[src/rtl/scl_tg_pkg.sv]
package scl_tg_pkg;

  typedef enum logic [1:0] {
    CMD_START  = 2'd0,
    CMD_BIT    = 2'd1,
    CMD_STOP   = 2'd2,
    CMD_RSTART = 2'd3
  } tg_cmd_t;

  typedef enum logic [3:0] {
    PH_IDLE,
    PH_STA_SU,
    PH_STA_HD,
    PH_BIT_LO,
    PH_BIT_OV,
    PH_BIT_HI,
    PH_SP_LO,
    PH_SP_SU,
    PH_RS_LO
  } tg_phase_t;

endpackage

[src/rtl/scl_glitch_filter.sv]
module scl_glitch_filter #(
  parameter int FW = 3
) (
  input  logic          clk,
  input  logic          rst_n,
  input  logic [FW-1:0] flt,
  input  logic          raw,
  output logic          filt
);

  logic [FW-1:0] cnt_q, cnt_d;
  logic          filt_q, filt_d;

  always_comb begin
    filt_d = filt_q;
    cnt_d  = '0;
    if (raw != filt_q) begin
      if (cnt_q == flt) begin
        filt_d = raw;
      end else begin
        cnt_d = cnt_q + 1'b1;
      end
    end
  end

  always_ff @(posedge clk or negedge rst_n) begin
    if (!rst_n) begin
      cnt_q  <= '0;
      filt_q <= 1'b1;
    end else begin
      cnt_q  <= cnt_d;
      filt_q <= filt_d;
    end
  end

  assign filt = filt_q;

endmodule

[src/rtl/scl_prescaler.sv]
module scl_prescaler #(
  parameter int DW = 8
) (
  input  logic          clk,
  input  logic          rst_n,
  input  logic          clr,
  input  logic [DW-1:0] div,
  output logic          tick
);

  logic [DW-1:0] pre_q, pre_d;

  assign tick = (pre_q == div);

  always_comb begin
    if (clr || tick) pre_d = '0;
    else             pre_d = pre_q + 1'b1;
  end

  always_ff @(posedge clk or negedge rst_n) begin
    if (!rst_n) pre_q <= '0;
    else        pre_q <= pre_d;
  end

endmodule

[src/rtl/scl_phase_seq.sv]
module scl_phase_seq
  import scl_tg_pkg::*;
#(
  parameter int CW = 8,
  parameter int FW = 3
) (
  input  logic          clk,
  input  logic          rst_n,
  input  logic          tick,
  input  logic          cmd_valid,
  input  logic [1:0]    cmd,
  input  logic [CW-1:0] t_low,
  input  logic [CW-1:0] t_high,
  input  logic [CW-1:0] t_su_sta,
  input  logic [CW-1:0] t_hd_sta,
  input  logic [CW-1:0] t_su_sto,
  input  logic [CW-1:0] t_su_dat,
  input  logic [CW-1:0] t_hd_dat,
  input  logic [CW-1:0] t_sr_rel,
  input  logic [FW-1:0] flt,
  output logic          pre_clr,
  output logic          cmd_rdy,
  output logic          scl_o,
  output logic          sda_stb,
  output logic          smp_stb,
  output logic          done
);

  localparam int LW    = CW + 1;
  localparam int OVMAX = 8 + 2 * ((1 << FW) - 1);
  localparam int OW    = $clog2(OVMAX + 1);

  tg_phase_t     state_q, state_d;
  logic [LW-1:0] cnt_q, cnt_d, plen, hs_sum, lo_len, rs_len;
  logic [OW-1:0] ocnt_q, ocnt_d, ov_len;
  logic          scl_q, scl_d, sda_q, sda_d, smp_q, smp_d, done_q, done_d;
  logic          is_ov, is_low, step, ph_end, hold_hit;

  // Low phases stretch so that hold plus setup always fits inside them
  assign hs_sum = LW'(t_hd_dat) + LW'(t_su_dat);
  assign lo_len = ((LW'(t_low) > hs_sum) ? LW'(t_low) : hs_sum) + 1'b1;
  assign rs_len = ((LW'(t_sr_rel) > hs_sum) ? LW'(t_sr_rel) : hs_sum) + 1'b1;
  assign ov_len = OW'(8) + OW'({flt, 1'b0});

  always_comb begin
    unique case (state_q)
      PH_STA_SU: plen = LW'(t_su_sta) + 1'b1;
      PH_STA_HD: plen = LW'(t_hd_sta) + 1'b1;
      PH_BIT_LO: plen = lo_len;
      PH_BIT_HI: plen = LW'(t_high) + 1'b1;
      PH_SP_LO:  plen = lo_len;
      PH_SP_SU:  plen = LW'(t_su_sto) + 1'b1;
      PH_RS_LO:  plen = rs_len;
      default:   plen = '1;
    endcase
  end

  assign is_ov    = (state_q == PH_BIT_OV);
  assign is_low   = (state_q == PH_BIT_LO) || (state_q == PH_SP_LO) || (state_q == PH_RS_LO);
  assign step     = (state_q != PH_IDLE) && !is_ov && tick;
  assign ph_end   = is_ov ? (ocnt_q == ov_len - 1'b1) : (step && (cnt_q == plen - 1'b1));
  assign hold_hit = is_low && step && (cnt_q == LW'(t_hd_dat));
  assign pre_clr  = (state_q == PH_IDLE) || is_ov || ph_end;

  always_comb begin
    state_d = state_q;
    scl_d   = scl_q;
    sda_d   = hold_hit;
    smp_d   = 1'b0;
    done_d  = 1'b0;
    cnt_d   = ph_end ? '0 : (step ? cnt_q + 1'b1 : cnt_q);
    ocnt_d  = (is_ov && !ph_end) ? ocnt_q + 1'b1 : '0;
    unique case (state_q)
      PH_IDLE: begin
        cnt_d = '0;
        if (cmd_valid) begin
          unique case (tg_cmd_t'(cmd))
            CMD_START:  begin state_d = PH_STA_SU; scl_d = 1'b1; end
            CMD_BIT:    begin state_d = PH_BIT_LO; scl_d = 1'b0; end
            CMD_STOP:   begin state_d = PH_SP_LO;  scl_d = 1'b0; end
            CMD_RSTART: begin state_d = PH_RS_LO;  scl_d = 1'b0; end
            default:    state_d = PH_IDLE;
          endcase
        end
      end
      PH_STA_SU: if (ph_end) begin state_d = PH_STA_HD; sda_d = 1'b1; end
      PH_STA_HD: if (ph_end) begin state_d = PH_IDLE; scl_d = 1'b0; done_d = 1'b1; end
      PH_BIT_LO: if (ph_end) state_d = PH_BIT_OV;
      PH_BIT_OV: if (ph_end) begin state_d = PH_BIT_HI; scl_d = 1'b1; smp_d = 1'b1; end
      PH_BIT_HI: if (ph_end) begin state_d = PH_IDLE; scl_d = 1'b0; done_d = 1'b1; end
      PH_SP_LO:  if (ph_end) begin state_d = PH_SP_SU; scl_d = 1'b1; end
      PH_SP_SU:  if (ph_end) begin state_d = PH_IDLE; sda_d = 1'b1; done_d = 1'b1; end
      PH_RS_LO:  if (ph_end) begin state_d = PH_STA_SU; scl_d = 1'b1; end
      default:   state_d = PH_IDLE;
    endcase
  end

  always_ff @(posedge clk or negedge rst_n) begin
    if (!rst_n) begin
      state_q <= PH_IDLE;
      cnt_q   <= '0;
      ocnt_q  <= '0;
      scl_q   <= 1'b1;
      sda_q   <= 1'b0;
      smp_q   <= 1'b0;
      done_q  <= 1'b0;
    end else begin
      state_q <= state_d;
      cnt_q   <= cnt_d;
      ocnt_q  <= ocnt_d;
      scl_q   <= scl_d;
      sda_q   <= sda_d;
      smp_q   <= smp_d;
      done_q  <= done_d;
    end
  end

  assign cmd_rdy = (state_q == PH_IDLE);
  assign scl_o   = scl_q;
  assign sda_stb = sda_q;
  assign smp_stb = smp_q;
  assign done    = done_q;

endmodule

[src/rtl/scl_timing_gen.sv]
module scl_timing_gen #(
  parameter int CW = 8,
  parameter int DW = 8,
  parameter int FW = 3
) (
  input  logic          clk,
  input  logic          rst_n,
  input  logic [DW-1:0] div,
  input  logic [CW-1:0] t_low,
  input  logic [CW-1:0] t_high,
  input  logic [CW-1:0] t_su_sta,
  input  logic [CW-1:0] t_hd_sta,
  input  logic [CW-1:0] t_su_sto,
  input  logic [CW-1:0] t_su_dat,
  input  logic [CW-1:0] t_hd_dat,
  input  logic [CW-1:0] t_sr_rel,
  input  logic [FW-1:0] flt,
  input  logic          cmd_valid,
  input  logic [1:0]    cmd,
  output logic          cmd_rdy,
  output logic          scl_o,
  output logic          sda_stb,
  output logic          smp_stb,
  output logic          done,
  input  logic          scl_in,
  input  logic          sda_in,
  output logic          scl_filt,
  output logic          sda_filt
);

  localparam int NLINES = 2;

  logic             tick, pre_clr;
  logic [NLINES-1:0] raw_bus, filt_bus;

  scl_prescaler #(.DW(DW)) u_pre (
    .clk  (clk),
    .rst_n(rst_n),
    .clr  (pre_clr),
    .div  (div),
    .tick (tick)
  );

  scl_phase_seq #(.CW(CW), .FW(FW)) u_seq (
    .clk      (clk),
    .rst_n    (rst_n),
    .tick     (tick),
    .cmd_valid(cmd_valid),
    .cmd      (cmd),
    .t_low    (t_low),
    .t_high   (t_high),
    .t_su_sta (t_su_sta),
    .t_hd_sta (t_hd_sta),
    .t_su_sto (t_su_sto),
    .t_su_dat (t_su_dat),
    .t_hd_dat (t_hd_dat),
    .t_sr_rel (t_sr_rel),
    .flt      (flt),
    .pre_clr  (pre_clr),
    .cmd_rdy  (cmd_rdy),
    .scl_o    (scl_o),
    .sda_stb  (sda_stb),
    .smp_stb  (smp_stb),
    .done     (done)
  );

  assign raw_bus = {sda_in, scl_in};

  for (genvar g = 0; g < NLINES; g++) begin : g_filt
    scl_glitch_filter #(.FW(FW)) u_filt (
      .clk  (clk),
      .rst_n(rst_n),
      .flt  (flt),
      .raw  (raw_bus[g]),
      .filt (filt_bus[g])
    );
  end

  assign scl_filt = filt_bus[0];
  assign sda_filt = filt_bus[1];

endmodule

[config.mk]
export PLATFORM = sky130hd
export DESIGN_NAME = scl_timing_gen
export DESIGN_NICKNAME = d
export VERILOG_FILES = /design/src/rtl/scl_tg_pkg.sv /design/src/rtl/scl_glitch_filter.sv /design/src/rtl/scl_prescaler.sv /design/src/rtl/scl_phase_seq.sv /design/src/rtl/scl_timing_gen.sv
export SDC_FILE = /design/constraint.sdc
export NUM_CORES = 1
export LEC_CHECK = 0
export BUFFER_PORTS_ARGS = -buffer_cell sky130_fd_sc_hd__buf_2
export CAP_MARGIN = 5
export CORE_AREA = 4 4 103 202
export CTS_CLUSTER_SIZE = 40
export DETAILED_ROUTE_END_ITERATION = 12
export DIE_AREA = 0 0 107 206
export GPL_ROUTABILITY_DRIVEN = 0
export HOLD_SLACK_MARGIN = 0.12
export PLACE_DENSITY = 0.48
export SYNTH_ARGS = -nofsm -noshare
export SYNTH_HDL_FRONTEND = slang
export SYNTH_SLANG_ARGS = --single-unit
[constraint.sdc]
create_clock -name clk -period 4.1 [get_ports clk]
set_clock_uncertainty 0.05 [all_clocks]
set_input_delay 0.615 -clock clk [delete_from_list [all_inputs] [get_ports clk]]
set_output_delay 0.615 -clock clk [all_outputs]
set_load 0.02 [all_outputs]
==> results by group, run 1 <==
Status
  – Status: finished with violations
  – Failing checks: setup timing

CTS
  – H-Tree Depth: 2
  – CTS Buf Count: 5
  – Clock sink total: 38
  – Later-pin clock latency in the skew report: 0.29 ns
  – CTS tree: yes
  – Register clock-pin slew on the reported worst setup and hold paths: 0.06 ns
  – Hold Buf Count CTS: 0
  – Max clock buf depth: 2
  – CTS root buffer: clkbuf_16

Floorplanning
  – Ports: 89
  – Die Span Y: 206 µm
  – Die area: 22040 µm²
  – Number of core rows: 72
  – Core Area: 19280 µm²
  – Initial Util: 24.60%
  – Chip width: 107 µm

Global routing
  – First-pass GRT wire length: 28.52 mm
  – Vias in the first global route: 5618
  – Grt total ovfl: 0
  – Initial antenna violation count: 0
  – GRT Total Usage: 16.73%
  – Pin count of the biggest net entering global routing: 39

Place
  – HPWL after detailed placement: 15.84 mm
  – IO Port Bufs: 88
  – Post-DP Area: 6698 µm²

Synthesis
  – Top FF cell, synth: dfrtp_1
  – Distinct cells, synth: 83
  – Syn Nets: 706
  – Synthesized cell area: 4743 µm²
  – Register area share after synthesis: 20.13%
  – Avg Cell Area, Syn: 8.026 µm²
  – Number of synthesized register bits: 38
  – Post-Syn Instances: 591
  – Post-synth EDFFs: 0
  – Ys async rst share: 100.0%
  – Ys Warns: 0

Finish
  – Area growth syn-to-layout: 55.13%
  – Commonest non-fill, non-tap cells in the layout: buf_4, buf_2, nor2_1
  – Antenna diodes: 0
  – Commonest non-fill, non-tap cell in the layout: buf_4
  – Fill cells: 2065
  – Finished layout cell area: 7358 µm²
  – NumNets Final: 942
  – Fraction of layout cells with a size suffix above 1: 44.20%

Critical path
  – CP max stage cell: or4_4
  – Crit-path max FO: 6
  – Nature of the critical path endpoint: flip-flop
  – CP Data Required Time: 4.27 ns
  – Arrival time at the worst endpoint: 6.06 ns
  – CP max stage delay: 0.48 ns
  – WS Path Type: primary input to flip-flop
  – Startpoint Class: primary input
  – CP dominant cell by count: ha_4

Timing
  – Max Slew Vio Count: 0
  – Max-Slew Margin vs Limit: 40.66%
  – Slew @ Worst Pin: 0.8901 ns
  – RSZ-0062 raised after global routing: yes
  – Setup TNS: -27.45 ns
  – WHS: 0.3985 ns
  – Max Fclk: 0.1698 GHz
  – Final hold violations: 0
  – Period utilisation layout: 143.7%
  – Final Setup Violations: 16
  – Minimum clock period: 5.890 ns
  – Worst setup margin: -1.790 ns

Worst hold path
  – Min-delay worst type: primary input to async pin

Drt
  – Detailed-route via count: 5232
  – Vias/cell: 4.813
  – DR WL/cell: 17.03 µm
  – DRC: 0
  – 1st-iter DRT viols: 175
  – Pre-Repair DR Iteration Count: 4
  – Post-route ant nets: 0
  – Final WL: 18.51 mm

Pwr
  – LEAKAGE: 3.349 nW
  – Pwr/cell area: 640.4 nW/µm²
  – Max VDD drop: 276.5 µV

Job
  – Max-Cap Viols: 0
-- cell type report --
type	count	area [µm²]	area share, %
inverter	28	110.1	1.496
multi-input combinational	499	4058	55.14
tap	259	324.1	4.404
timing repair buffer	255	1760	23.92
clock buffer	6	138.9	1.887
sequential	38	954.7	12.97
clock inverter	2	12.51	0.1700
-- worst max-delay path, delay by kind of cell --
family	cells	cell delay, ns
AO/OA/AOI/OAI	11	1.84
XOR/XNOR	1	0.16
adder cells (fa/ha/maj)	4	0.85
buffers and inverters	5	0.50
multiplexers	2	0.52
AND/OR/NAND/NOR	8	1.54
-- path summary, 6_finish.rpt --
kind	startpoint	endpoint	slack [ns]	cells past startpoint
setup / recovery	t_su_dat[1]	u_seq.scl_o	-1.79	31
hold / removal	rst_n	u_seq.cnt_q[3]	0.40	1
setup reg to reg	u_seq.state_q[2]	u_seq.sda_stb	-0.32	15
hold reg to reg	g_filt[0].u_filt.cnt_q[0]	g_filt[0].u_filt.cnt_q[0]	0.44	1
max in group asynchronous	rst_n	g_filt[1].u_filt.cnt_q[2]	3.04	1
min in group clk	g_filt[0].u_filt.cnt_q[0]	g_filt[0].u_filt.cnt_q[0]	0.44	1
-- where the power goes --
| part | switching (W) | leakage (nW) | internal (W) |
|---|---|---|---|
| Clock | 0.000158 | 0.0729 | 0.000241 |
| Sequential | 0.0000912 | 0.509 | 0.000455 |
| Combinational | 0.00197 | 2.77 | 0.00180 |
| Total | 0.00222 | 3.35 | 0.00250 |
-- kinds of logic after synthesis --
kind of cell	Yosys count	share of synthesized area, %
AND/OR/NAND/NOR	222	24.06
AO/OA/AOI/OAI	146	22.71
XOR/XNOR	72	14.03
buffers and inverters	54	4.458
flip-flops	38	20.13
adder cells (fa/ha/maj)	34	9.100
multiplexers	25	5.513
-- metrics by stage --
| step | power (W) | worst slack [ns] | cells | utilization, % |
|---|---|---|---|---|
| after global placement | 0.003871 | -2.674 | 1065 | 34.74 |
| after detailed placement | 0.003890 | -2.764 | 1065 | 34.74 |
| after floorplan | 0.002428 | -2.005 | 591 | - |
| final | 0.004713 | -1.790 | 1087 | 38.17 |
| after global routing | 0.005074 | -2.003 | 1087 | 38.17 |
| after CTS | 0.004608 | -1.873 | 1084 | 37.47 |
-- per-layer routing --
layer / track usage (%) / vias up / share of wire, % / routed length (µm)
li1: - / 2603 / - / -
met1: 14.20 / 2474 / 31 / 5821
met2: 35.84 / 106 / 60 / 11140
met3: 1.125 / 49 / 1.9 / 356
met4: 10.01 / 0 / 6.4 / 1191
met5: 0 / - / 0 / 0
-- state kept, by name, summed over array words and instances (netlist names) --
register	count
u_seq.scl_o	1
u_seq.done	1
u_seq.cnt_q	9
u_seq.sda_stb	1
u_seq.ocnt_q	5
u_seq.state_q	4
g_filt.u_filt.filt	2
g_filt.u_filt.cnt_q	6
u_pre.pre_q	8
u_seq.smp_stb	1
-- cells in the mapped netlist (9+ instances only) --
master | instances | area share [%]
nor2_1 | 76 | 6.0
nor3_1 | 18 | 1.9
and3_1 | 9 | 1.2
xnor2_1 | 26 | 4.8
a21oi_1 | 36 | 3.8
nand2b_1 | 9 | 1.2
xor2_1 | 43 | 7.9
o21ai_1 | 9 | 0.95
nand3_1 | 22 | 2.3
ha_1 | 32 | 8.4
mux2i_1 | 19 | 4.0
dfrtp_1 | 35 | 18
inv_1 | 27 | 2.1
clkbuf_1 | 24 | 1.9
nand2_1 | 30 | 2.4
o21ai_0 | 21 | 2.2
-- repair_timing --
item / in CTS / in global routing
pin swaps: 37 / 21
gates resized for setup: 55 / 21
gates cloned: 0 / 0
endpoints found under the setup margin: 16 / 16
buffers inserted: 12 / 3
Power figures use the tool's default switching activity.
==> inputs of run 2 (changes only) <==
Settings changed: CTS_BUF_LIST set to sky130_fd_sc_hd__clkbuf_8.
==> run 2 against run 1 <==
Net effect:
- the flow still finishes with violations (setup timing)
- hold slack got worse by 0.020 ns
- critical path depth decreased by 5
- design area increased by 0.63%
- die area unchanged
- sequential cell count unchanged
- routed wire length about the same
- sequential share of layout area decreased by 0.081 points
- register-to-register slack about the same
- cell count increased by 0.55%
- critical endpoint unchanged
==> results by group, run 2 (synthesis results as in run 1) <==
Finish
  – Commonest non-fill, non-tap cells in the layout: buf_4, buf_2, nor2_1 (unchanged)
  – NumNets Final: 948 (was 942)
  – Reg with most FFs: u_seq.cnt_q (unchanged)
  – Top Registers: u_seq.cnt_q (9), u_pre.pre_q (8), g_filt.u_filt.cnt_q (6) (unchanged)
  – Post-Layout Cell Count: 1093 (was 1087)
  – Commonest non-fill, non-tap cell in the layout: buf_4 (unchanged)
  – Final core occ: 38.41% (was 38.17%)
  – Antenna diodes: 0 (unchanged)
  – Sequential Area: 954.7 µm² (unchanged)
  – Area growth syn-to-layout: 56.11% (was 55.13%)
  – Fraction of layout cells with a size suffix above 1: 44.48% (was 44.20%)
  – Fill cells: 2055 (was 2065)
  – Multi-input logic area: 4084 µm² (was 4058 µm²)
  – Max reg flops: 9 (unchanged)

CTS
  – CTS root buffer: clkbuf_8 (was clkbuf_16)
  – CTS tree: yes (unchanged)
  – Clock sink total: 38 (unchanged)
  – Hold Buf Count CTS: 0 (unchanged)
  – H-Tree Depth: 2 (unchanged)
  – CTS Buf Count: 5 (unchanged)
  – Register clock-pin slew on the reported worst setup and hold paths: 0.09 ns (was 0.06 ns)
  – Max clock buf depth: 2 (unchanged)
  – Later-pin clock latency in the skew report: 0.30 ns (was 0.29 ns)

Timing
  – Final hold violations: 0 (unchanged)
  – Period utilisation layout: 142.7% (was 143.7%)
  – Max-Slew Margin vs Limit: 41.47% (was 40.66%)
  – Worst setup margin: -1.750 ns (was -1.790 ns)
  – Slew @ Worst Pin: 0.8780 ns (was 0.8901 ns)
  – Max Slew Vio Count: 0 (unchanged)
  – RSZ-0062 raised after global routing: yes (unchanged)
  – Final Setup Violations: 16 (unchanged)
  – Max Fclk: 0.1709 GHz (was 0.1698 GHz)
  – Minimum clock period: 5.850 ns (was 5.890 ns)

Critical path
  – Reg2reg path depth: 16 (was 15)
  – Arrival time at the worst endpoint: 6.04 ns (was 6.06 ns)
  – WS Path Type: primary input to flip-flop (unchanged)
  – Crit-path max FO: 6 (unchanged)
  – CP max stage cell: or4_4 (unchanged)
  – Origin of the worst setup path: t_hd_dat[1] (was t_su_dat[1])
  – Nature of the critical path endpoint: flip-flop (unchanged)
  – CP Data Required Time: 4.29 ns (was 4.27 ns)
  – CP max stage delay: 0.51 ns (was 0.48 ns)
  – FF-to-FF setup slack: -0.33 ns (was -0.32 ns)
  – Reg2Reg Capture Point: u_seq.scl_o (was u_seq.sda_stb)
  – Critical R2R Launch: u_seq.state_q[2] (unchanged)
  – Worst setup path end: u_seq.scl_o (unchanged)
  – CP dominant cell by count: o21ai_2 (was ha_4)
  – Startpoint Class: primary input (unchanged)

Floorplanning
  – Core Area: 19280 µm² (unchanged)
  – Ports: 89 (unchanged)
  – Die Span Y: 206 µm (unchanged)
  – Initial Util: 24.60% (unchanged)
  – Die area: 22040 µm² (unchanged)
  – Number of core rows: 72 (unchanged)
  – Chip width: 107 µm (unchanged)

Pwr
  – Sequential share of power: 11.5% (was 11.6%)
  – Clock share of power: 5.9% (was 8.5%)
  – Switching part of the total power: 47.22% (was 47.01%)
  – LEAKAGE: 3.365 nW (was 3.349 nW)
  – Pwr/cell area: 639.5 nW/µm² (was 640.4 nW/µm²)
  – Switch Pwr: 0.002236 W (was 0.002215 W)
  – Max VDD drop: 266.6 µV (was 276.5 µV)
  – P_int: 0.002499 W (was 0.002497 W)
  – Comb pwr share: 82.6% (was 80.0%)

Global routing
  – Vias in the first global route: 5683 (was 5618)
  – GRT Total Usage: 16.86% (was 16.73%)
  – Initial antenna violation count: 0 (unchanged)
  – First-pass GRT wire length: 28.70 mm (was 28.52 mm)
  – Grt total ovfl: 0 (unchanged)
  – Pin count of the biggest net entering global routing: 39 (unchanged)

Drt
  – Detailed-route via count: 5266 (was 5232)
  – DRC: 0 (unchanged)
  – Pre-Repair DR Iteration Count: 4 (unchanged)
  – Final WL: 18.50 mm (was 18.51 mm)
  – Post-route ant nets: 0 (unchanged)
  – 1st-iter DRT viols: 201 (was 175)
  – DR WL/cell: 16.92 µm (was 17.03 µm)
  – Vias/cell: 4.818 (was 4.813)

Worst hold path
  – Min-delay worst type: primary input to async pin (unchanged)

Status
  – Status: finished with violations (unchanged)
  – Failing checks: setup timing (unchanged)

Place
  – IO Port Bufs: 88 (unchanged)
  – HPWL after detailed placement: 15.84 mm (unchanged)
  – Post-Place Cells: 1065 (unchanged)

Job
  – Max-Cap Viols: 0 (unchanged)
[run 2: stage by stage]
step	power (W)	cell area (µm²)	setup WS, ns	setup TNS, ns	hold slack, ns
2_1_floorplan	0.002428	4885	-2.005	-31.48	0.2694
3_3_place_gp	0.003871	6698	-2.674	-41.47	0.4286
3_5_place_dp	0.003890	6698	-2.764	-42.95	0.4347
4_1_cts	0.004622	7263	-1.838	-28.23	0.4148
5_1_grt	0.005096	7405	-1.975	-30.61	0.4465
6_report	0.004735	7405	-1.750	-26.99	0.3782
[run 2: area by class of cell]
class | count | area share [%]
inverter | 28 | 1.453
clock inverter | 2 | 0.1690
sequential | 38 | 12.89
clock buffer | 6 | 1.115
timing repair buffer | 261 | 24.84
tap | 259 | 4.376
multi-input combinational | 499 | 55.15
[run 2: worst min-delay path by stage]
stage | start | end
CTS | rst_n | u_seq.smp_stb
floorplan | rst_n | g_filt[0].u_filt.cnt_q[0]
detailed placement | g_filt[0].u_filt.cnt_q[0] | g_filt[0].u_filt.cnt_q[0]
global route | rst_n | u_seq.cnt_q[4]
finish | rst_n | u_seq.cnt_q[3]
global placement | g_filt[1].u_filt.cnt_q[0] | g_filt[1].u_filt.cnt_q[0]
[run 2: worst max-delay path, delay by kind of cell]
kind / cells / cell delay (ns)
AO/OA/AOI/OAI: 11 / 2.26
XOR/XNOR: 2 / 0.30
buffers and inverters: 5 / 0.62
multiplexers: 1 / 0.35
adder cells (fa/ha/maj): 2 / 0.51
AND/OR/NAND/NOR: 5 / 1.35
[run 2: power groups by stage]
| stage | combinational, W | clock [W] | sequential, W |
|---|---|---|---|
| global placement | 0.00332 | 0 | 0.000552 |
| global route | 0.00423 | 0.000310 | 0.000557 |
| detailed placement | 0.00334 | 0 | 0.000554 |
| floorplan | 0.00190 | 0 | 0.000526 |
| finish | 0.00391 | 0.000281 | 0.000544 |
| CTS | 0.00378 | 0.000298 | 0.000548 |
[run 2: metal layers]
| layer | track usage [%] | wire, µm | vias up |
|---|---|---|---|
| met1 | 14.22 | 5795 | 2477 |
| met4 | 10.61 | 1262 | 0 |
| li1 | - | - | 2616 |
| met5 | 0 | 0 | - |
| met2 | 36.09 | 11110 | 114 |
| met3 | 0.9378 | 329 | 59 |
[run 2: repair_timing]
| item | CTS | global route |
|---|---|---|
| pin swaps | 48 | 17 |
| endpoints found under the hold margin | 0 | 0 |
| resized for setup | 61 | 18 |
| setup buffers | 17 | 4 |
| endpoints found under the setup margin | 16 | 16 |
==> inputs of run 3 (changes only) <==
Settings changed: CORE_AREA 4 4 103 202 to 4 4 78 153, DIE_AREA 0 0 107 206 to 0 0 82 157, PLACE_DENSITY 0.48 to 0.73.
==> run 3 against run 2 <==
Net effect:
- the run still ends with setup timing left
- maximum frequency shrank 3.0%
- cell count is 11% lower
- die area fell by 42%
- clock power is 7.8% lower
- design area is 2.6% lower
- via count is 11% higher
- largest cell class unchanged
- highest routed layer unchanged
==> results by group, run 3 (synthesis results as in run 1) <==
Pwr
  – Max VDD drop: 334.7 µV (was 266.6 µV)
  – Comb pwr share: 83.2% (was 82.6%)
  – Switching part of the total power: 49.22% (was 47.22%)
  – LEAKAGE: 3.340 nW (was 3.365 nW)
  – Switch Pwr: 0.002334 W (was 0.002236 W)
  – Pwr/cell area: 657.3 nW/µm² (was 639.5 nW/µm²)
  – Pwr Total: 0.004742 W (was 0.004735 W)
  – Clock share of power: 5.5% (was 5.9%)
  – Sequential share of power: 11.3% (was 11.5%)
  – P_int: 0.002408 W (was 0.002499 W)

Critical path
  – CP Data Required Time: 4.27 ns (was 4.29 ns)
  – Worst Path Buf+Inv: 6 (was 5)
  – Arrival time at the worst endpoint: 6.20 ns (was 6.04 ns)
  – Nature of the critical path endpoint: flip-flop (unchanged)
  – CP max stage delay: 0.50 ns (was 0.51 ns)
  – Crit-path max FO: 6 (unchanged)
  – Startpoint Class: primary input (unchanged)
  – CP delay by family, top: compound AO/OA/AOI/OAI gates (unchanged)
  – WS Path Type: primary input to flip-flop (unchanged)
  – CP max stage cell: or4_4 (unchanged)

CTS
  – Hold Buf Count CTS: 0 (unchanged)
  – Max clock buf depth: 2 (unchanged)
  – CTS root buffer: clkbuf_8 (unchanged)
  – Later-pin clock latency in the skew report: 0.29 ns (was 0.30 ns)
  – CTS tree: yes (unchanged)
  – Clock sink total: 38 (unchanged)
  – H-Tree Depth: 2 (unchanged)
  – CTS Buf Count: 5 (unchanged)
  – Register clock-pin slew on the reported worst setup and hold paths: 0.07 ns (was 0.09 ns)

Drt
  – Final WL: 18.27 mm (was 18.50 mm)
  – Vias/cell: 6.006 (was 4.818)
  – DRC: 0 (unchanged)
  – DR WL/cell: 18.80 µm (was 16.92 µm)
  – Post-route ant nets: 0 (unchanged)
  – 1st-iter DRT viols: 423 (was 201)
  – Detailed-route via count: 5838 (was 5266)
  – Pre-Repair DR Iteration Count: 6 (was 4)

Timing
  – Slew @ Worst Pin: 0.8041 ns (was 0.8780 ns)
  – Minimum clock period: 6.033 ns (was 5.850 ns)
  – Max-Slew Margin vs Limit: 46.39% (was 41.47%)
  – Max Slew Vio Count: 0 (unchanged)
  – Max Fclk: 0.1658 GHz (was 0.1709 GHz)
  – Period utilisation layout: 147.1% (was 142.7%)
  – Final hold violations: 0 (unchanged)
  – RSZ-0062 raised after global routing: yes (unchanged)
  – Worst setup margin: -1.933 ns (was -1.750 ns)
  – Final Setup Violations: 16 (unchanged)

Floorplanning
  – Number of core rows: 54 (was 72)
  – Initial Util: 43.88% (was 24.60%)
  – Die Span Y: 157 µm (was 206 µm)
  – Die area: 12870 µm² (was 22040 µm²)
  – Core Area: 10810 µm² (was 19280 µm²)
  – Ports: 89 (unchanged)
  – Chip width: 82 µm (was 107 µm)

Status
  – Failing checks: setup timing (unchanged)
  – Status: finished with violations (unchanged)

Finish
  – Antenna diodes: 0 (unchanged)
  – Final core occ: 66.74% (was 38.41%)
  – Reg with most FFs: u_seq.cnt_q (unchanged)
  – Max reg flops: 9 (unchanged)
  – Top Registers: u_seq.cnt_q (9), u_pre.pre_q (8), g_filt.u_filt.cnt_q (6) (unchanged)
  – Area growth syn-to-layout: 52.10% (was 56.11%)
  – NumNets Final: 946 (was 948)
  – Fill cells: 846 (was 2055)
  – Commonest non-fill, non-tap cell in the layout: buf_4 (unchanged)
  – Fraction of layout cells with a size suffix above 1: 45.67% (was 44.48%)
  – Commonest non-fill, non-tap cells in the layout: buf_4, buf_2, nor2_1 (unchanged)

Place
  – HPWL after detailed placement: 13.60 mm (was 15.84 mm)
  – IO Port Bufs: 88 (unchanged)

Global routing
  – GRT Total Usage: 27.24% (was 16.86%)
  – Grt total ovfl: 0 (unchanged)
  – First-pass GRT wire length: 27.39 mm (was 28.70 mm)
  – Vias in the first global route: 5877 (was 5683)
  – Pin count of the biggest net entering global routing: 39 (unchanged)
  – Initial antenna violation count: 0 (unchanged)

Job
  – Max-Cap Viols: 0 (unchanged)

Worst hold path
  – Min-delay worst type: primary input to async pin (unchanged)
run 3: power by group through the flow:
stage	clock network [W]	logic, W	registers [W]
after floorplan	0	0.00190	0.000526
after global placement	0	0.00303	0.000537
after detailed placement	0	0.00314	0.000541
after CTS	0.000261	0.00346	0.000536
after global routing	0.000278	0.00419	0.000546
final	0.000259	0.00395	0.000537
run 3: what timing repair did:
item / CTS / global route
cloned: 1 / 0
endpoints found under the setup margin: 16 / 16
pin swaps: 43 / 23
buffers inserted: 21 / 11
gates resized for setup: 44 / 38
run 3: through the flow:
stage	TNS [ns]	instances	hold slack, ns	area (µm²)	worst slack, ns
after global placement	-34.87	933	0.4189	6439	-2.259
after global routing	-33.02	972	0.4329	7214	-2.133
after detailed placement	-38.21	933	0.4330	6439	-2.489
final	-29.67	972	0.3589	7214	-1.933
after floorplan	-31.48	591	0.2694	4885	-2.005
after CTS	-27.57	962	0.3839	6932	-1.813
run 3: worst paths after layout:
check / slack [ns] / from / depth (start not counted) / endpoint
setup reg to reg: -0.38 / u_seq.state_q[0] / 16 / u_seq.scl_o
min in group clk: 0.44 / g_filt[1].u_filt.cnt_q[0] / 1 / g_filt[1].u_filt.cnt_q[0]
max in group asynchronous: 3.13 / rst_n / 1 / u_seq.cnt_q[1]
hold reg to reg: 0.44 / g_filt[1].u_filt.cnt_q[0] / 1 / g_filt[1].u_filt.cnt_q[0]
setup / recovery: -1.93 / t_hd_dat[4] / 29 / u_seq.scl_o
hold / removal: 0.36 / rst_n / 1 / u_seq.done
run 3: layout make-up:
type	instances	area, µm²	area share [%]
clock buffer	6	82.58	1.145
inverter	28	110.1	1.526
timing repair buffer	258	1750	24.26
sequential	38	954.7	13.23
clock inverter	2	8.758	0.1214
tap	140	175.2	2.428
multi-input combinational	500	4133	57.28
run 3: routing by layer:
layer  track usage, %  vias to the layer above  share of wire (%)
li1                 -                     2622                  -
met1            25.09                     2753                 31
met2            51.52                      318                 53
met3            2.291                      145                5.3
met4            21.87                        0                 10
met5                0                        -                  0
